### src/rtl/canrx_pkg.sv
package canrx_pkg;
   localparam int ID_W    = 32;
   localparam int LEN_W   = 4;
   localparam int DATA_W  = 64;
   localparam int STAMP_W = 16;

   // host register addresses
   localparam logic [2:0] A_CTRL  = 3'd0;
   localparam logic [2:0] A_PTR   = 3'd1;
   localparam logic [2:0] A_ISTAT = 3'd2;
   localparam logic [2:0] A_IEN   = 3'd3;
   localparam logic [2:0] A_ERR   = 3'd4;

   // bit positions inside the host registers
   localparam int B_EN    = 0;
   localparam int B_EMPTY = 7;
   localparam int B_RXF   = 4;
   localparam int B_OVR   = 5;

   typedef struct packed {
      logic [ID_W-1:0]    id;
      logic [LEN_W-1:0]   len;
      logic [DATA_W-1:0]  data;
      logic [STAMP_W-1:0] stamp;
   } canrx_frame_t;
endpackage

### src/rtl/canrx_store.sv
module canrx_store
   import canrx_pkg::*;
#(
   parameter int DEPTH = 4,
   localparam int PTR_W = $clog2(DEPTH)
) (
   input  logic              clk,
   input  logic              rst_n,
   input  logic              wr_en,
   input  logic [PTR_W-1:0]  wr_ptr,
   input  canrx_frame_t      wr_frame,
   input  logic [PTR_W-1:0]  rd_ptr,
   output canrx_frame_t      rd_frame
);
   canrx_frame_t slot_w [DEPTH];

   for (genvar i = 0; i < DEPTH; i++) begin : g_slot
      canrx_frame_t ent_q;
      always_ff @(posedge clk or negedge rst_n) begin
         if (!rst_n)
            ent_q <= '0;
         else if (wr_en && wr_ptr == PTR_W'(i))
            ent_q <= wr_frame;
      end
      assign slot_w[i] = ent_q;
   end

   assign rd_frame = slot_w[rd_ptr];
endmodule

### src/rtl/canrx_ptr.sv
module canrx_ptr #(
   parameter int DEPTH = 4,
   localparam int PTR_W = $clog2(DEPTH),
   localparam int CNT_W = $clog2(DEPTH + 1)
) (
   input  logic             clk,
   input  logic             rst_n,
   input  logic             run,
   input  logic             push_req,
   input  logic             pop_req,
   output logic [PTR_W-1:0] wr_ptr,
   output logic [PTR_W-1:0] rd_ptr,
   output logic [CNT_W-1:0] occ,
   output logic             push_ok,
   output logic             drop
);
   logic full, pop_ok;

   assign full    = (occ == CNT_W'(DEPTH));
   assign push_ok = run && push_req && !full;
   assign drop    = run && push_req && full;
   assign pop_ok  = run && pop_req && (occ != '0);

   always_ff @(posedge clk or negedge rst_n) begin
      if (!rst_n) begin
         wr_ptr <= '0;
         rd_ptr <= '0;
         occ    <= '0;
      end else if (!run) begin
         wr_ptr <= '0;
         rd_ptr <= '0;
         occ    <= '0;
      end else begin
         if (push_ok) wr_ptr <= wr_ptr + 1'b1;
         if (pop_ok)  rd_ptr <= rd_ptr + 1'b1;
         occ <= occ + CNT_W'(push_ok) - CNT_W'(pop_ok);
      end
   end
endmodule

### src/rtl/canrx_flags.sv
module canrx_flags
   import canrx_pkg::*;
#(
   parameter int ADDR_W = 3,
   parameter logic [7:0] POP_CODE = 8'hFF
) (
   input  logic              clk,
   input  logic              rst_n,
   input  logic              wr_en,
   input  logic [ADDR_W-1:0] wr_addr,
   input  logic [7:0]        wr_data,
   input  logic              push_ok,
   input  logic              drop,
   output logic              enable,
   output logic              run,
   output logic              pop_req,
   output logic              rx_flag,
   output logic              rx_ien,
   output logic              ovr_flag
);
   logic ctrl_wr, istat_wr, ien_wr, err_wr;

   assign ctrl_wr  = wr_en && wr_addr == ADDR_W'(A_CTRL);
   assign istat_wr = wr_en && wr_addr == ADDR_W'(A_ISTAT);
   assign ien_wr   = wr_en && wr_addr == ADDR_W'(A_IEN);
   assign err_wr   = wr_en && wr_addr == ADDR_W'(A_ERR);
   assign pop_req  = wr_en && wr_addr == ADDR_W'(A_PTR) && wr_data == POP_CODE;
   // a write that clears the enable flushes in the same edge
   assign run      = enable && !(ctrl_wr && !wr_data[B_EN]);

   always_ff @(posedge clk or negedge rst_n) begin
      if (!rst_n) begin
         enable   <= 1'b0;
         rx_flag  <= 1'b0;
         rx_ien   <= 1'b0;
         ovr_flag <= 1'b0;
      end else begin
         if (ctrl_wr) enable <= wr_data[B_EN];
         if (ien_wr)  rx_ien <= wr_data[B_RXF];
         if (push_ok)
            rx_flag <= 1'b1;
         else if (istat_wr && !wr_data[B_RXF])
            rx_flag <= 1'b0;
         if (drop)
            ovr_flag <= 1'b1;
         else if (err_wr && !wr_data[B_OVR])
            ovr_flag <= 1'b0;
      end
   end
endmodule

### src/rtl/canrx_fifo_window.sv
module canrx_fifo_window
   import canrx_pkg::*;
#(
   parameter int DEPTH = 4,
   parameter int ADDR_W = 3,
   parameter logic [7:0] POP_CODE = 8'hFF,
   localparam int PTR_W = $clog2(DEPTH),
   localparam int CNT_W = $clog2(DEPTH + 1)
) (
   input  logic              clk,
   input  logic              rst_n,
   input  logic              frm_valid,
   input  logic [31:0]       frm_id,
   input  logic [3:0]        frm_len,
   input  logic [63:0]       frm_data,
   input  logic [15:0]       frm_stamp,
   input  logic              wr_en,
   input  logic [ADDR_W-1:0] wr_addr,
   input  logic [7:0]        wr_data,
   output logic [31:0]       win_id,
   output logic [7:0]        win_len,
   output logic [63:0]       win_data,
   output logic [7:0]        win_stamp_hi,
   output logic [7:0]        win_stamp_lo,
   output logic [7:0]        ctrl_rd,
   output logic [7:0]        istat_rd,
   output logic [7:0]        ien_rd,
   output logic [7:0]        err_rd,
   output logic              irq
);
   if (DEPTH < 2 || (DEPTH & (DEPTH - 1)) != 0) begin : g_bad_depth
      $error("DEPTH must be a power of two of at least 2");
   end
   if (ADDR_W < 3) begin : g_bad_addr
      $error("ADDR_W must be at least 3");
   end

   canrx_frame_t     in_frame, head;
   logic [PTR_W-1:0] wr_ptr, rd_ptr;
   logic [CNT_W-1:0] occ;
   logic push_ok, drop, enable, run, pop_req, rx_flag, rx_ien, ovr_flag;

   assign in_frame = '{id: frm_id, len: frm_len, data: frm_data, stamp: frm_stamp};

   canrx_flags #(.ADDR_W(ADDR_W), .POP_CODE(POP_CODE)) u_flags (
      .clk, .rst_n, .wr_en, .wr_addr, .wr_data, .push_ok, .drop,
      .enable, .run, .pop_req, .rx_flag, .rx_ien, .ovr_flag
   );

   canrx_ptr #(.DEPTH(DEPTH)) u_ptr (
      .clk, .rst_n, .run, .push_req(frm_valid), .pop_req,
      .wr_ptr, .rd_ptr, .occ, .push_ok, .drop
   );

   canrx_store #(.DEPTH(DEPTH)) u_store (
      .clk, .rst_n, .wr_en(push_ok), .wr_ptr, .wr_frame(in_frame),
      .rd_ptr, .rd_frame(head)
   );

   assign win_id       = head.id;
   assign win_len      = {4'b0000, head.len};
   assign win_data     = head.data;
   assign win_stamp_hi = head.stamp[15:8];
   assign win_stamp_lo = head.stamp[7:0];

   always_comb begin
      ctrl_rd  = '0;
      istat_rd = '0;
      ien_rd   = '0;
      err_rd   = '0;
      ctrl_rd[B_EN]    = enable;
      ctrl_rd[B_EMPTY] = (occ == '0);
      istat_rd[B_RXF]  = rx_flag;
      ien_rd[B_RXF]    = rx_ien;
      err_rd[B_OVR]    = ovr_flag;
   end

   assign irq = rx_flag && rx_ien;
endmodule

### config.mk
export PLATFORM = sky130hd
export DESIGN_NAME = canrx_fifo_window
export DESIGN_NICKNAME = d
export VERILOG_FILES = /design/src/rtl/canrx_pkg.sv /design/src/rtl/canrx_store.sv /design/src/rtl/canrx_ptr.sv /design/src/rtl/canrx_flags.sv /design/src/rtl/canrx_fifo_window.sv
export SDC_FILE = /design/constraint.sdc
export NUM_CORES = 1
export LEC_CHECK = 0
export CORE_ASPECT_RATIO = 0.5
export CORE_UTILIZATION = 25
export CTS_CLUSTER_DIAMETER = 120
export DETAILED_ROUTE_END_ITERATION = 6
export GPL_ROUTABILITY_DRIVEN = 0
export GPL_TIMING_DRIVEN = 0
export PLACE_DENSITY_LB_ADDON = 0.25
export SLEW_MARGIN = 20
export SYNTH_ARGS = -nofsm -noshare
export SYNTH_HDL_FRONTEND = slang
export SYNTH_SLANG_ARGS = --single-unit
### constraint.sdc
create_clock -name clk -period 2.86 [get_ports clk]
set_input_delay 0.572 -clock clk [delete_from_list [all_inputs] [get_ports clk]]
set_output_delay 0.572 -clock clk [all_outputs]
set_load 0.02 [all_outputs]
==> metrics.cfg <==
[power]
ir_drop_uv=377
internal_power_mw=17.7
power.static_leakage_nw=12.6
p_sw_mw=7.37
pwr-share-seq_pct=42.7
p_clk_share_pct=25.5
p_comb_share_pct=31.8
powerDensity_nw_per_um2=915
p_sw_share_pct=29.3

[cts]
cts_made_buffers=50
cts_buffer_depth=3
clkTransAtPathRegs_ns=0.06
htreeDepth=2
cts_root_buf=clkbuf_16
cts_tree=built
clkSinkCount=475
clk_latency_ns=0.60

[drt]
drtPass1Iterations=4
wl_per_cell_um=19.5
totalWireLength_mm=54.3
drc=0
vias=11700
ant_nets=0
via_per_inst=4.19
drt_iter0_drc=364

[synthesis]
yosysWarnings=0
synthCells=1221
netlist_area_um2=21800
ys_seq_elements=475
ys_seq_area_share_pct=54.6
ys_types=33
avgSynthCellArea_um2=17.8

[finish]
n_fill_cell=8531
final_cells=2781
layout.nets=1709
syn_to_final_growth_pct=26.2
final_layout_size_suffix_gt1_share_pct=55.9

[sta]
worst_pin_slew_ns=0.624
tns_ns=0
period_minus_slack_ns=2.79
finalSetupViolCount=0
hold_violations=0
slew_viol_final=0
period_share_pct=97.7
fmax_mhz=358
fin_skew_ns=0.0215
rsz0062_at_grt=true
relSlewSlack_pct=58.4
whs_ns=0.394

[setup_path]
cp_max_fo=10
required_ns=2.29
cp_num_buf_inv=4
worstSetupEndpointType=output pin
worstPathCellList=buf_12 > buf_4 > buf_12 > mux4_2 > clkdlybuf4s15_1
slowest_stage=mux4_2
critPathKind=register to output pin
cp-start-kind=register
crit_family=buffers and inverters
slowest_delay_ns=0.52
arrival_ns=2.22
crit_top_cell=buf_12

[flow_run]
maxCapViolCount=0

[floorplanning]
die_area_um2=88300
die_y_um=211
coreArea_um2=86200
start_util_pct=25.3
ios=284
dieWidth_um=419
rows=76

[grt]
grt_use_total_pct=12.5
grt_overflow=0
grt_max_degree=92
antenna_found_initial=5
grt_pass1_vias=12800
grt_first_pass_wirelength_mm=83.5

[place]
hpwl_mm=36.4
port_buffers=252
dp.cells=2678

[hold_path]
hp-class=input pin to register

[run_status]
outcome=finished clean

==> layout by cell type (no fill, tap or decap), types with 2 or more instances in the layout <==
| master | synthesis | layout |
|---|---|---|
| o41ai_1 | 3 | 2 |
| nor3_1 | 2 | 2 |
| clkdlybuf4s15_2 | 0 | 8 |
| diode_2 | 0 | 4 |
| clkbuf_4 | 0 | 4 |
| buf_16 | 0 | 7 |
| clkbuf_2 | 0 | 66 |
| xnor2_1 | 3 | 3 |
| clkinv_2 | 0 | 5 |
| conb_1 | 1 | 31 |
| nand4b_1 | 2 | 2 |
| inv_6 | 0 | 3 |
| clkbuf_8 | 0 | 10 |
| inv_1 | 7 | 7 |
| dlymetal6s2s_1 | 0 | 3 |
| buf_4 | 64 | 73 |
| nand2b_1 | 2 | 2 |
| nor2_1 | 7 | 7 |
| o21ai_0 | 2 | 2 |
| clkdlybuf4s50_1 | 0 | 132 |
| dlygate4sd2_1 | 0 | 3 |
| buf_6 | 0 | 3 |
| buf_8 | 4 | 11 |
| mux2_4 | 160 | 160 |
| mux4_2 | 116 | 116 |
| buf_2 | 15 | 41 |
| clkbuf_16 | 0 | 51 |
| buf_12 | 16 | 25 |
| dfrtp_1 | 475 | 474 |
| mux2_2 | 306 | 306 |
| and2_1 | 3 | 3 |
| ha_1 | 6 | 6 |
| nand4_1 | 2 | 2 |
| clkbuf_1 | 8 | 17 |
| nand3_4 | 4 | 4 |
==> power groups by stage <==
stage | clock network (mW) | logic, mW | registers, mW
global route | 6.93 | 8.56 | 11.1
finish | 6.40 | 7.99 | 10.7
global placement | 0 | 8.80 | 10.9
detailed placement | 0 | 8.95 | 10.8
CTS | 6.68 | 8.37 | 10.7
floorplan | 0 | 5.96 | 10.4
==> final cells by class <==
type	instances	area, um2	share of cell area, %
flip-flops and latches	475	11900	43.3
multi-input cells	659	9000	32.8
repair buffers	268	2290	8.34
clock buffers	78	1480	5.38
well taps	1170	1460	5.33
plain buffers	110	1210	4.41
clock inverters	10	90.1	0.328
inverters	7	26.3	0.0957
diodes	4	10.0	0.0365
==> per-layer routing <==
layer	routed length [um]	vias up	GRT usage, %
met3	1390	65	1.93
met1	23500	6275	16.0
li1	-	5205	-
met5	17	-	0
met4	961	2	3.69
met2	28400	116	21.7
==> logic make-up after synthesis <==
family | share of synthesized area, %
compound gates | 0.328
xor+xnor | 0.161
fa+ha+maj | 0.437
buf+inv | 4.61
flops | 54.6
mux | 38.9
other cells | 0.0172
simple gates | 0.891
==> cells in the mapped netlist <==
cell / count / share of area, %
or3_1: 1 / 0.029
ha_1: 6 / 0.34
buf_12: 16 / 1.5
o41ai_1: 3 / 0.12
o21ai_0: 2 / 0.046
mux2_4: 160 / 11
and2_1: 3 / 0.086
nand3_1: 1 / 0.023
or4_4: 1 / 0.052
nand3_4: 4 / 0.32
nand2_1: 1 / 0.017
buf_8: 4 / 0.28
mux2_2: 306 / 16
xor2_1: 1 / 0.040
buf_1: 3 / 0.052
nand4_1: 2 / 0.057
nor3_1: 2 / 0.046
nor2_1: 7 / 0.12
clkbuf_1: 8 / 0.14
nand4b_1: 2 / 0.081
fa_1: 1 / 0.092
inv_1: 7 / 0.12
xnor2_1: 3 / 0.12
a21boi_4: 1 / 0.086
buf_2: 15 / 0.34
nand2b_1: 2 / 0.057
mux4_2: 116 / 12
o41a_1: 1 / 0.052
mux2i_1: 1 / 0.046
buf_4: 64 / 2.2
conb_1: 1 / 0.017
dfrtp_1: 475 / 55
a21oi_1: 1 / 0.023
==> state kept, by name (all words and copies together), names as in the netlist <==
| name | cells |
|---|---|
| u_store.g_slot.ent_q | 464 |
| u_ptr.wr_ptr | 2 |
| u_flags.rx_ien | 1 |
| u_flags.enable | 1 |
| u_ptr.occ | 3 |
| u_ptr.rd_ptr | 2 |
| u_flags.rx_flag | 1 |
| u_flags.ovr_flag | 1 |
==> timing repair <==
item / 4_1_cts / 5_1_grt
pin swaps: 0 / 1
endpoints found under the setup margin: 118 / 83
hold buffers: 1 / 0
hold endpoints to repair: 73 / 0
resized for setup: 342 / 153
setup buffers: 2 / 8
==> worst paths after layout <==
| kind | from | to | slack [ns] | cells past startpoint |
|---|---|---|---|---|
| max | u_ptr.rd_ptr[0] | win_id[28] | 0.07 | 5 |
| min | wr_data[0] | u_flags.enable | 0.39 | 2 |
| max reg2reg | u_ptr.occ[1] | u_ptr.occ[2] | 0.20 | 11 |
| min reg2reg | u_store.g_slot[2].ent_q[108] | u_store.g_slot[2].ent_q[108] | 0.50 | 1 |
| max in group asynchronous | rst_n | u_ptr.occ[2] | 0.97 | 4 |
| min in group asynchronous | rst_n | u_store.g_slot[3].ent_q[57] | 0.52 | 2 |
==> per-stage QoR <==
step	area [um2]	power (mW)	utilization (%)	setup WS, ns
3_5_place_dp	26000	19.7	30.2	-0.907
4_1_cts	27700	25.8	32.1	-0.190
2_1_floorplan	21900	16.3	-	0.188
5_1_grt	27500	26.6	31.9	-0.0334
3_3_place_gp	25900	19.7	30.0	-21.60
6_report	27500	25.1	31.9	0.0671
Power figures use the tool's default switching activity.
